File: config.mk
export PLATFORM = sky130hd
export DESIGN_NAME = alu8_core
export DESIGN_NICKNAME = d
export VERILOG_FILES = /design/src/rtl/alu8_pkg.sv /design/src/rtl/alu8_arith.sv /design/src/rtl/alu8_logic.sv /design/src/rtl/alu8_shift.sv /design/src/rtl/alu8_core.sv
export SDC_FILE = /design/constraint.sdc
export NUM_CORES = 1
export LEC_CHECK = 0
export BUFFER_PORTS_ARGS = -buffer_cell sky130_fd_sc_hd__buf_2
export CORE_MARGIN = 2
export CORE_UTILIZATION = 40
export CTS_BUF_LIST = sky130_fd_sc_hd__clkbuf_16
export DETAILED_ROUTE_END_ITERATION = 8
export PLACE_DENSITY = 0.57
export SYNTH_ARGS = -nofsm -noshare
export SYNTH_HDL_FRONTEND = slang
export SYNTH_SLANG_ARGS = --single-unit
File: constraint.sdc
create_clock -name clk -period 4 [get_ports clk]
set_clock_uncertainty 0.2 [all_clocks]
set_input_delay 0 -clock clk [delete_from_list [all_inputs] [get_ports clk]]
set_output_delay 0 -clock clk [all_outputs]
set_load 0.05 [all_outputs]
File: src/rtl/alu8_pkg.sv
package alu8_pkg;

  localparam int FC = 0;
  localparam int FZ = 1;
  localparam int FV = 6;
  localparam int FN = 7;

  typedef enum logic [3:0] {
    OP_ADD  = 4'd0,
    OP_SUB  = 4'd1,
    OP_CMPA = 4'd2,
    OP_CMPX = 4'd3,
    OP_AND  = 4'd4,
    OP_OR   = 4'd5,
    OP_XOR  = 4'd6,
    OP_BIT  = 4'd7,
    OP_INC  = 4'd8,
    OP_DEC  = 4'd9,
    OP_SHL  = 4'd10,
    OP_SHR  = 4'd11,
    OP_ROL  = 4'd12,
    OP_ROR  = 4'd13,
    OP_ANDS = 4'd14,
    OP_PASS = 4'd15
  } alu_op_e;

  typedef enum logic [1:0] {
    DST_NONE = 2'd0,
    DST_ACC  = 2'd1,
    DST_X    = 2'd2,
    DST_OPND = 2'd3
  } alu_dst_e;

  typedef enum logic [1:0] {
    UNIT_ARITH = 2'd0,
    UNIT_LOGIC = 2'd1,
    UNIT_SHIFT = 2'd2,
    UNIT_PASS  = 2'd3
  } alu_unit_e;

  function automatic alu_dst_e dest_of(alu_op_e op);
    case (op)
      OP_ADD, OP_SUB, OP_AND, OP_OR, OP_XOR: dest_of = DST_ACC;
      OP_ANDS:                               dest_of = DST_X;
      OP_INC, OP_DEC, OP_SHL, OP_SHR,
      OP_ROL, OP_ROR:                        dest_of = DST_OPND;
      default:                               dest_of = DST_NONE;
    endcase
  endfunction

  function automatic alu_unit_e unit_of(alu_op_e op);
    case (op)
      OP_ADD, OP_SUB, OP_CMPA, OP_CMPX, OP_ANDS: unit_of = UNIT_ARITH;
      OP_AND, OP_OR, OP_XOR, OP_BIT:             unit_of = UNIT_LOGIC;
      OP_PASS:                                   unit_of = UNIT_PASS;
      default:                                   unit_of = UNIT_SHIFT;
    endcase
  endfunction

endpackage

File: src/rtl/alu8_arith.sv
module alu8_arith
  import alu8_pkg::*;
#(
  parameter int W = 8
) (
  input  alu_op_e      op,
  input  logic [W-1:0] a,
  input  logic [W-1:0] x,
  input  logic [W-1:0] m,
  input  logic [7:0]   p,
  output logic [W-1:0] res,
  output logic [7:0]   p_out
);
  localparam int MSB = W - 1;

  logic [W-1:0] lhs;
  logic [W:0]   wide;
  logic         carry;
  logic         ovf;
  logic         borrow_in;

  always_comb begin
    case (op)
      OP_CMPX: lhs = x;
      OP_ANDS: lhs = a & x;
      default: lhs = a;
    endcase
    borrow_in = (op == OP_SUB) ? ~p[FC] : 1'b0;
    if (op == OP_ADD) begin
      wide  = {1'b0, a} + {1'b0, m} + {{W{1'b0}}, p[FC]};
      carry = wide[W];
      ovf   = (a[MSB] == m[MSB]) && (wide[MSB] != a[MSB]);
    end else begin
      wide  = {1'b0, lhs} - {1'b0, m} - {{W{1'b0}}, borrow_in};
      carry = ~wide[W];
      ovf   = (a[MSB] != m[MSB]) && (wide[MSB] != a[MSB]);
    end
    res       = wide[W-1:0];
    p_out     = p;
    p_out[FC] = carry;
    p_out[FZ] = (wide[W-1:0] == '0);
    p_out[FN] = wide[MSB];
    if (op == OP_ADD || op == OP_SUB) p_out[FV] = ovf;
  end
endmodule

File: src/rtl/alu8_logic.sv
module alu8_logic
  import alu8_pkg::*;
#(
  parameter int W = 8
) (
  input  alu_op_e      op,
  input  logic [W-1:0] a,
  input  logic [W-1:0] m,
  input  logic [7:0]   p,
  output logic [W-1:0] res,
  output logic [7:0]   p_out
);
  localparam int MSB = W - 1;

  always_comb begin
    p_out = p;
    case (op)
      OP_AND:  res = a & m;
      OP_OR:   res = a | m;
      OP_XOR:  res = a ^ m;
      default: res = a;
    endcase
    if (op == OP_BIT) begin
      p_out[FZ] = ((a & m) == '0);
      p_out[FN] = m[MSB];
      p_out[FV] = m[MSB-1];
    end else begin
      p_out[FZ] = (res == '0);
      p_out[FN] = res[MSB];
    end
  end
endmodule

File: src/rtl/alu8_shift.sv
module alu8_shift
  import alu8_pkg::*;
#(
  parameter int W = 8
) (
  input  alu_op_e      op,
  input  logic [W-1:0] m,
  input  logic [7:0]   p,
  output logic [W-1:0] res,
  output logic [7:0]   p_out
);
  localparam int MSB = W - 1;

  logic fill_lo;
  logic fill_hi;

  always_comb begin
    fill_lo = (op == OP_ROL) ? p[FC] : 1'b0;
    fill_hi = (op == OP_ROR) ? p[FC] : 1'b0;
    p_out   = p;
    case (op)
      OP_INC: res = m + 1'b1;
      OP_DEC: res = m - 1'b1;
      OP_SHL, OP_ROL: begin
        res       = {m[MSB-1:0], fill_lo};
        p_out[FC] = m[MSB];
      end
      default: begin
        res       = {fill_hi, m[MSB:1]};
        p_out[FC] = m[0];
      end
    endcase
    p_out[FZ] = (res == '0);
    p_out[FN] = res[MSB];
  end
endmodule

File: src/rtl/alu8_core.sv
module alu8_core
  import alu8_pkg::*;
#(
  parameter int W = 8
) (
  input  logic         clk,
  input  logic         rst,
  input  logic [3:0]   op_i,
  input  logic [W-1:0] acc_i,
  input  logic [W-1:0] xreg_i,
  input  logic [W-1:0] opnd_i,
  input  logic [7:0]   stat_i,
  output logic [W-1:0] res_o,
  output logic [1:0]   dest_o,
  output logic [7:0]   stat_o
);
  localparam int MSB = W - 1;

  alu_op_e      op;
  logic [W-1:0] ar_res, lg_res, sh_res;
  logic [7:0]   ar_p, lg_p, sh_p;
  logic [W-1:0] nxt_res;
  logic [7:0]   nxt_p;

  assign op = alu_op_e'(op_i);

  alu8_arith #(.W(W)) u_arith (
    .op(op), .a(acc_i), .x(xreg_i), .m(opnd_i), .p(stat_i),
    .res(ar_res), .p_out(ar_p)
  );

  alu8_logic #(.W(W)) u_logic (
    .op(op), .a(acc_i), .m(opnd_i), .p(stat_i),
    .res(lg_res), .p_out(lg_p)
  );

  alu8_shift #(.W(W)) u_shift (
    .op(op), .m(opnd_i), .p(stat_i),
    .res(sh_res), .p_out(sh_p)
  );

  always_comb begin
    case (unit_of(op))
      UNIT_ARITH: begin nxt_res = ar_res; nxt_p = ar_p; end
      UNIT_LOGIC: begin nxt_res = lg_res; nxt_p = lg_p; end
      UNIT_SHIFT: begin nxt_res = sh_res; nxt_p = sh_p; end
      default:    begin nxt_res = acc_i;  nxt_p = stat_i; end
    endcase
  end

  always_ff @(posedge clk) begin
    if (rst) begin
      res_o  <= '0;
      dest_o <= 2'd0;
      stat_o <= 8'd0;
    end else begin
      res_o  <= nxt_res;
      dest_o <= dest_of(op);
      stat_o <= nxt_p;
    end
  end

  logic primed;
  always_ff @(posedge clk) begin
    if (rst) primed <= 1'b0;
    else     primed <= 1'b1;
  end

  AST_CTRL_BITS_KEPT: assert property (@(posedge clk) disable iff (rst)
    primed |-> stat_o[5:2] == $past(stat_i[5:2]));

  AST_SHR_N_CLEAR: assert property (@(posedge clk) disable iff (rst)
    (primed && $past(op_i) == OP_SHR) |-> !stat_o[FN]);

  AST_BIT_COPIES_NV: assert property (@(posedge clk) disable iff (rst)
    (primed && $past(op_i) == OP_BIT) |-> stat_o[FN:FV] == $past(opnd_i[MSB:MSB-1]));

  AST_TEST_NO_DEST: assert property (@(posedge clk) disable iff (rst)
    (primed && ($past(op_i) == OP_CMPA || $past(op_i) == OP_CMPX || $past(op_i) == OP_BIT))
      |-> dest_o == DST_NONE);

  AST_INC_WRAPS: assert property (@(posedge clk) disable iff (rst)
    (primed && $past(op_i) == OP_INC && $past(opnd_i) == {W{1'b1}})
      |-> (res_o == '0 && stat_o[FZ]));

  AST_ANDS_TO_X: assert property (@(posedge clk) disable iff (rst)
    (primed && $past(op_i) == OP_ANDS) |-> dest_o == DST_X);
endmodule

# [Yosys cells after proc, flatten, opt, wreduce, memory -nomap -nowiden]
# Memories as Yosys holds them, arrays and structs flattened. A register that Yosys moved wholly into a read port is not among the register bits.
# Cells that the tools add are included.
[classes] add_sub_neg=6 eq_ne=18 mux=16 n_bitwise=6 n_reduce_logical=11
[ops] operator="$pmux W8 S3" n=4
[ops] operator="$logic_not A8 Y1" n=4
[ops] operator="$eq A4 B4 Y1 const B" n=6
[ops] operator="$and A8 B8 Y8" n=2
[ops] operator="$eq A4 B3 Y1 const B" n=4
[ops] operator="$pmux W8 S2" n=1
[ops] operator="$add A8 B8 Y9" n=1
[ops] operator="$add A9 B1 Y9" n=1
[ops] operator="$mux W1" n=9
[ops] operator="$sub A8 B8 Y9" n=1
[ops] operator="$sub A9 B1 Y9" n=1
[ops] operator="$add A8 B1 Y8 const B" n=1
[ops] operator="$mux W8" n=1
[ops] operator="$or A8 B8 Y8" n=1
[ops] operator="$sub A8 B1 Y8 const B" n=1
[ops] operator="$xor A8 B8 Y8" n=1
[ops] operator="$eq A4 B1 Y1 const B" n=1
[ops] operator="$eq A4 B2 Y1 const B" n=1
[ops] operator="$logic_not A4 Y1" n=1
[ops] operator="$reduce_or A2 Y1" n=2
[ops] operator="$ne A1 B1 Y1" n=3
[ops] operator="$eq A2 B1 Y1 const B" n=1
[ops] operator="$eq A2 B2 Y1 const B" n=1
[ops] operator="$logic_and A1 B1 Y1" n=2
[ops] operator="5 further kinds" n=6
[totals] reg_bits=16 mem_bits_ro=64 memories=2
[mem_list] memory="(no name shown)" depth=16 word_bits=2 read_ports=1 rd_clocked_by_memory_dff=1 wr=0 line_no="alu8_pkg.sv:42" text="case (op)"
[mem_list] memory="(no name shown)" depth=16 word_bits=2 read_ports=1 rd_clocked_by_memory_dff=0 wr=0 line_no="alu8_pkg.sv:52" text="case (op)"

# [Logic depth before layout (Yosys ltp)]
# Gate-level depths: netlist of run 1.
[depth] word_depth=9 ltp_mapped=17

# [By module]
# From an unflattened synthesis of run 1, not the netlist that was laid out.
[hier_totals] hier_cells=535 area_unflattened_um2=4349.2
[modules_own_cells] module="alu8_arith" n_inst=1 cells_per_inst=198 area_per_inst_um2=1476.4 seq_area_each_um2=0.0
[modules_own_cells] module="alu8_core" n_inst=1 cells_per_inst=122 area_per_inst_um2=1348.8 seq_area_each_um2=360.3
[modules_own_cells] module="alu8_shift" n_inst=1 cells_per_inst=107 area_per_inst_um2=770.7 seq_area_each_um2=0.0
[modules_own_cells] module="alu8_logic" n_inst=1 cells_per_inst=108 area_per_inst_um2=753.2 seq_area_each_um2=0.0

# [Worst setup path before layout of run 1]
# OpenSTA, ideal clock, no wires.
[synth_path] path_type="input to register" start="in op_i[2]" end="reg stat_o[1]" setup_ps=79 arrival_ps=3232 setup_slack_ps=489 cell_stages=15 path_buffers=3 cell_sequence="buf_4 clkbuf_1 clkbuf_1 nor3_1 nand3b_1 fa_1 fa_1 nand2b_1 a2111oi_0 nor3_1 xor2_1 mux2i_1 and4_1 o211ai_1 a211oi_2"
[synth_via] elab_chain_len=7 word_cells_on_any_way=32 classes_between="2 x add/sub; 14 x eq/ne; 9 x mux; 6 x reduce/logical; 1 x memory"
[synth_lines] element="start, declared" line_no="alu8_core.sv:8" text="input logic [3:0] op_i,"
[synth_lines] element="$eq A4 B4 Y1 / $eq A4 B2 Y1 (equally long branches)" line_no="alu8_arith.sv:23" text="case (op)"
[synth_lines] element="$pmux W8 S2" line_no="alu8_arith.sv:23"
[synth_lines] element="$sub A8 B8 Y9" line_no="alu8_arith.sv:34" text="wide = {1'b0, lhs} - {1'b0, m} - {{W{1'b0}}, borrow_in};"
[synth_lines] element="$sub A9 B1 Y9" line_no="alu8_arith.sv:34"
[synth_lines] element="$mux W8" line_no="alu8_arith.sv:29" text="if (op == OP_ADD) begin"
[synth_lines] element="$logic_not A8 Y1" line_no="alu8_arith.sv:41" text="p_out[FZ] = (wide[W-1:0] == '0);"
[synth_lines] element="$pmux W8 S3 (*)" line_no="alu8_core.sv:43" text="case (unit_of(op))"
[synth_lines] element="end signal, assigned" line_no="alu8_core.sv:59" text="stat_o <= nxt_p;"
[synth_lines] element="end, declared" line_no="alu8_core.sv:15" text="output logic [7:0] stat_o"
# Every way passes the cells marked *; elsewhere a longest branch is shown, timed or not.
# A chain may end at the register's enable or synchronous reset.

# [Worst setup path after layout of run 1]
[layout_path] start="in acc_i[0]" end="reg stat_o[1]"
[layout_via] elab_chain_len=7 word_cells_on_any_way=16 classes_between="4 x add/sub; 5 x mux; 4 x bitwise; 3 x reduce/logical"
[layout_lines] element="start, declared" line_no="alu8_core.sv:9" text="input logic [W-1:0] acc_i,"
[layout_lines] element="$and A8 B8 Y8" line_no="alu8_arith.sv:25" text="OP_ANDS: lhs = a & x;"
[layout_lines] element="$pmux W8 S2" line_no="alu8_arith.sv:23"
[layout_lines] element="$sub A8 B8 Y9" line_no="alu8_arith.sv:34"
[layout_lines] element="$sub A9 B1 Y9" line_no="alu8_arith.sv:34"
[layout_lines] element="$mux W8" line_no="alu8_arith.sv:29"
[layout_lines] element="$logic_not A8 Y1" line_no="alu8_arith.sv:41"
[layout_lines] element="$pmux W8 S3 (*)" line_no="alu8_core.sv:43"
# Marks and branches as above.

==> results by group, run 1 <==
Run status
  – Status: complete, no violations

Timing
  – Crit path time final: between 3 and 4 ns
  – Hold Slack: 0.00980 ns
  – Final Hold Viols: 0
  – Max-slew violations: 0
  – RSZ-0062 raised after global routing: no
  – Setup_tns: 0 ns
  – Worst Max-Slew Pin Slew: ~0.63 ns
  – Relative slew slack: 0.574
  – Setup Viol. Count Final: 0
  – Peak Freq: about 260 MHz
  – Final worst-path cycle share: 0.951

Global routing
  – First-pass GRT wire length: approximately 17000 um
  – Grt ovf: 0
  – Pin count of the biggest net entering global routing: 21
  – Initial antenna violation count: 0
  – Vias in the first global route: between 3000 and 4000
  – All-Layer GR Usage: 0.250

Yosys
  – Synth warnings: 0
  – Top-area cell type share of the netlist area: 0.139
  – Netlist Area Pre-Place: approximately 3100 um^2
  – Syn Inst Count: between 400 and 500
  – Syn avg cell area: about 7.3 um^2
  – Post-synth net total: 495
  – Most used DFF post-synth: dfxtp_1
  – Post-synth ARST share: 0
  – Seq cells post-synth: 18
  – Leading area contributor after synthesis: ha_1
  – Synth unique cells: 62
  – EDFF count, synth: 0
  – Sequential area share after synthesis: 0.118
  – Most common cell in the netlist: nor2_1
  – Top post-synthesis cells by count: nor2_1 (36), ha_1 (34), o21ai_0 (31)
  – Synth area leaders: ha_1 (14%), dfxtp_1 (12%), o21ai_0 (5.1%)

Drt
  – Vias per cell: around 5.9
  – Post-route ant nets: 0
  – Wirelength, routed: around 11000 um
  – Initial DRT Pass Iterations: 5
  – Routed wl met3: 693 um
  – DR iter-0 viols: 358
  – WL/cell: between 15 and 20 um
  – Wire length on met2: around 4700 um
  – DRT met1 WL: about 5000 um
  – DRC viols: 0
  – Max Used Layer: met4
  – Via count: approximately 3500

Floorplanning
  – Row Count: 31
  – Die X: between 90 and 100 um
  – Die area: roughly 8400 um^2
  – Die Y: a little over 90 um
  – Starting density of the core: 0.418
  – Core Area: around 7300 um^2
  – IO Pins: 56

Clock tree
  – Clock sink count: 18
  – TritonCTS Buffers: 3
  – Largest buffer count on any clock path: 2
  – CTS tree: yes
  – CTS Root Buffer Type: clkbuf_16
  – H-tree depth: 1
  – Worst-path clk slew: 0.05 ns

Critical path
  – Critical Path Slowest Stage Cell: dlygate4sd3_1
  – Critical path startpoint category: input port
  – CP Class: in2reg
  – CP endpoint kind: register
  – Crit path required time: between 3 and 4 ns
  – Worst-path cell chain: dlygate4sd3_1 > buf_2 > o21ai_0 > a21oi_1 > fa_2 > fa_1 > nand2b_4 > a2111oi_2 > nor3_1 > xor2_1 > mux2i_1 > and4_1 > o211ai_1 > a211oi_2 > dlygate4sd3_1
  – Crit-path max FO: 6
  – Crit path DAT: around 3.8 ns
  – Crit-path most repeated cell: dlygate4sd3_1
  – Worst path max stage delay: between 0.5 and 0.6 ns

Placement
  – Port bufs: 55
  – Gpl congestion: roughly 0.97
  – Hpwl dp: about 8500 um

Power and ir drop
  – Tot Pwr: about 940 uW
  – IR drop worst, VDD: between 0.1 and 0.15 mV
  – Power Dens Cells: between 200 and 300 nW/um^2
  – Leakage: 0.00164 uW

Hold path
  – Cell count of the worst hold path: 2
  – HP Class: in2reg
  – Hold worst-path end: stat_o[0]
  – Worst Hold Launch: rst

Final layout
  – Diodes inserted: 0
  – Area grow syn2layout: 21.3%
  – Nets@finish: 561
  – Footprint of the multi-input gates: 2500 um^2
  – Fillers: roughly 750
  – Register area: about 360 um^2
  – Share of cells above drive strength 1: 0.174

Flow run
  – Maxcap violations: 0
## cell usage in the layout, fill, tap and decap left out, drive strengths merged, types with 6 or more instances in the layout
master | netlist | final
buf | 13 | 66
nor2 | 36 | 36
o21ai | 35 | 35
ha | 34 | 34
inv | 30 | 30
nand2 | 28 | 28
a21oi | 23 | 23
dfxtp | 18 | 18
dlygate4sd3 | 0 | 18
nor3 | 17 | 17
o221ai | 13 | 13
nand2b | 13 | 13
nor2b | 11 | 11
a211oi | 11 | 11
a31oi | 10 | 10
o21a | 8 | 8
xor2 | 8 | 8
mux2i | 8 | 8
o22ai | 7 | 7
a221oi | 6 | 6
nand3 | 6 | 6
## timing repair
item,CTS,global route
gates resized for setup,0,6
endpoints found under the hold margin,13,0
endpoints found under the setup margin,0,1
setup buffers,0,3
hold buffers,18,0
## power by group
part           internal (uW)  leakage (uW)  switching (uW)  total (uW)
Sequential               197      0.000150            3.62         200
Clock                    131     0.0000370            56.5         187
Combinational            215       0.00145             336         551
## worst max-delay path, delay by kind of cell
| family | cells | cell delay (ns) |
|---|---|---|
| simple gates | 3 | 0.52 |
| fa+ha+maj | 2 | 0.79 |
| compound gates | 5 | 0.89 |
| mux | 1 | 0.17 |
| buf+inv | 3 | 1.26 |
| xor+xnor | 1 | 0.15 |
## flip-flops by register name, summed over array words and instances (netlist names)
name and count:
stat_o 8, dest_o 2, res_o 8
## cell families (layout without fill, tap and decap cells)
kind of cell,Yosys count,after routing,share of synthesized area
multiplexers,10,10,0.0335
XOR/XNOR,12,12,0.0343
AO/OA/AOI/OAI,145,145,0.322
adder cells (fa/ha/maj),39,39,0.172
buffers and inverters,54,118,0.0743
flip-flops,18,18,0.118
AND/OR/NAND/NOR,140,140,0.247
## cell type report
| class | instances | share of cell area |
|---|---|---|
| flip-flops and latches | 18 | 0.0969 |
| repair buffers | 85 | 0.147 |
| clock buffers | 3 | 0.0202 |
| inverters | 30 | 0.0303 |
| well taps | 99 | 0.0333 |
| multi-input cells | 346 | 0.672 |
## through the flow
stage	cell area, um^2	setup WS, ns	instances	utilization
finish	3720	0.195	581	0.507
detailed placement	3420	0.347	557	0.466
global route	3720	0.0140	581	0.507
CTS	3670	0.0170	578	0.501
floorplan	3060	0.489	418	-
global placement	3420	0.354	557	0.466
## worst max-delay path by stage
stage                        start         to  slack (ns)  cells after the start
final                     acc_i[0]  stat_o[1]        0.19                     15
after global routing       op_i[3]  stat_o[1]        0.01                     15
after CTS                 acc_i[0]  stat_o[1]        0.02                     15
after detailed placement   op_i[1]  stat_o[1]        0.35                     13
after global placement     op_i[1]  stat_o[1]        0.35                     13
after floorplan            op_i[2]  stat_o[1]        0.49                     15
## routing by layer
metal,up-vias,GRT usage
met2,142,0.389
li1,1684,-
met3,29,0.0282
met4,0,0.0745
met5,-,0
met1,1598,0.359
(Power assumes the default switching activity.)
==> run 2: changes to the inputs <==
- CORE_UTILIZATION: 40 -> 50
- PLACE_DENSITY: 0.57 -> 0.69
- clock period: 4 -> 3.58 ns (I/O delays scaled with it)
==> run 2 against run 1 <==
Compared with the run above: via count rose by 4.5%; wire length is 0.83% lower; global-route usage increased by 6.2 points; hold slack gained 0.037 ns; critical path depth decreased by 2; non-clock buffer count rose by 6; combinational power up 17%; cell count is 2.9% lower; count of clock-buffer cells in the layout unchanged; utilization increased by 12 points; power rose by 16%; largest cell class unchanged; largest power group unchanged.
==> results by group, run 2 (synthesis gave the netlist of run 1 again) <==
Timing
  – Relative slew slack: 0.553 (was 0.574)
  – Setup_tns: 0 ns (unchanged)
  – Worst Max-Slew Pin Slew: 0.666 ns (was 0.634 ns)
  – Crit path time final: ~3.4 ns
  – Peak Freq: just under 300 MHz
  – Final Hold Viols: 0 (unchanged)
  – Final worst-path cycle share: 0.956
  – Final worst slack: 0.159 ns (was 0.195 ns)
  – Setup Viol. Count Final: 0 (unchanged)
  – RSZ-0062 raised after global routing: no (unchanged)
  – Max-slew violations: 0 (unchanged)

Final layout
  – Non-Filler Instances: 564 (was 581)
  – Nets@finish: 567 (was 561)
  – Share of cells above drive strength 1: 0.180 (was 0.174)
  – Commonest non-fill, non-tap cell in the layout: buf_2 (unchanged)
  – Commonest cells after routing, fill and taps aside: buf_2 (54), nor2_1 (36), ha_1 (33) (was buf_2 (54), nor2_1 (36), ha_1 (34))
  – Diodes inserted: 0 (unchanged)
  – Area grow syn2layout: 22.1% (was 21.3%)
  – Top Registers: res_o (8), stat_o (8), dest_o (2) (unchanged)
  – Final Util: 0.632 (was 0.507)
  – Fillers: 561 (was 748)

Drt
  – Vias per cell: 6.40 (was 5.94)
  – DR iter-0 viols: 306 (was 358)
  – Initial DRT Pass Iterations: 5 (unchanged)
  – Via count: 3608 (was 3453)
  – Wirelength, routed: 10600 um (was 10700 um)
  – DRC viols: 0 (unchanged)
  – Post-route ant nets: 0 (unchanged)
  – WL/cell: 18.8 um (was 18.4 um)

Critical path
  – CP Class: in2reg (unchanged)
  – Critical path startpoint category: input port (unchanged)
  – CP endpoint kind: register (unchanged)
  – Crit path required time: 3.57 ns (was 3.99 ns)
  – Crit-path max FO: 6 (unchanged)
  – Crit path DAT: 3.41 ns (was 3.79 ns)

Floorplanning
  – IO Pins: 56 (unchanged)
  – Starting density of the core: 0.518 (was 0.418)
  – Die X: 82.3 um (was 91.5 um)
  – Die area: 6770 um^2 (was 8380 um^2)
  – Core Area: 5920 um^2 (was 7330 um^2)
  – Die Y: 82.3 um (was 91.5 um)
  – Row Count: 28 (was 31)

Global routing
  – Vias in the first global route: 3073 (was 3243)
  – Pin count of the biggest net entering global routing: 37 (was 21)
  – First-pass GRT wire length: 16100 um (was 16800 um)
  – Grt ovf: 0 (unchanged)
  – All-Layer GR Usage: 0.312 (was 0.250)
  – Initial antenna violation count: 0 (unchanged)

Placement
  – Pre-CTS setup slack: 0.0436 ns (was 0.347 ns)
  – Cell Count Post-Placement: 539 (was 557)
  – Gpl congestion: 0.931 (was 0.966)
  – Hpwl dp: 8080 um (was 8470 um)
  – Port bufs: 55 (unchanged)

Hold path
  – HP Class: in2reg (unchanged)

Power and ir drop
  – IR drop worst, VDD: 0.408 mV (was 0.115 mV)
  – Leakage: 0.00166 uW (was 0.00164 uW)
  – Power Dens Cells: 291 nW/um^2 (was 253 nW/um^2)

Clock tree
  – Worst-path clk slew: 0.05 ns (about the same)
  – TritonCTS Buffers: 3 (unchanged)
  – Clock sink count: 18 (unchanged)
  – CTS Root Buffer Type: clkbuf_16 (unchanged)
  – CTS tree: yes (unchanged)
  – Largest buffer count on any clock path: 2 (unchanged)
  – H-tree depth: 1 (unchanged)

Flow run
  – Maxcap violations: 0 (unchanged)

Run status
  – Status: complete, no violations (unchanged)
[run 2: timing repair]
action                                  in CTS  in global routing
endpoints found under the setup margin       0                  4
hold buffers                                20                  0
gates resized for setup                      0                  7
setup buffers                                0                  1
endpoints found under the hold margin       16                  0
[run 2: worst paths after layout]
kind,cells past startpoint,to,startpoint
worst max-delay path,13,stat_o[7],acc_i[0]
worst min-delay path,5,stat_o[0],opnd_i[7]
[run 2: layout make-up]
| cell class | instances | area (um^2) | share of cell area |
|---|---|---|---|
| repair buffers | 91 | 598 | 0.160 |
| inverters | 30 | 113 | 0.0301 |
| flip-flops and latches | 18 | 360 | 0.0963 |
| clock buffers | 3 | 75.1 | 0.0201 |
| multi-input cells | 346 | 2500 | 0.668 |
| clock inverters | 1 | 3.75 | 0.00100 |
| well taps | 75 | 93.8 | 0.0251 |
[run 2: routing by layer]
metal / global-route usage / vias up / part of all wire
met5: 0 / - / 0
met4: 0.0750 / 0 / 0.022
met3: 0.0250 / 22 / 0.078
met2: 0.523 / 196 / 0.46
met1: 0.431 / 1690 / 0.44
li1: - / 1700 / -
[run 2: stage by stage]
stage | instance area (um^2) | total power [uW] | hold WS, ns
after floorplan | 3060 | 649 | -0.0718
after global placement | 3430 | 820 | 0.0156
after detailed placement | 3430 | 826 | 0.0236
after CTS | 3710 | 1060 | 0.0376
after global routing | 3740 | 1160 | 0.0747
final | 3740 | 1090 | 0.0471
[run 2: worst max-delay path: stages]
cell and delay [ns]:
dlygate4sd3_1 0.54, buf_2 0.17, o22ai_1 0.12, a21oi_1 0.08, fa_2 0.36, ha_1 0.28, o221ai_1 0.15, o21ai_1 0.30
a31oi_1 0.14, xor2_1 0.18, o311a_1 0.32, a211oi_1 0.21, dlygate4sd3_1 0.56
[run 2: report_power, final]
part | total, uW | internal, uW | leakage (uW) | switching, uW
registers | 223 | 219 | 0.000150 | 3.79
clock network | 218 | 148 | 0.0000385 | 69.7
logic | 646 | 259 | 0.00147 | 387
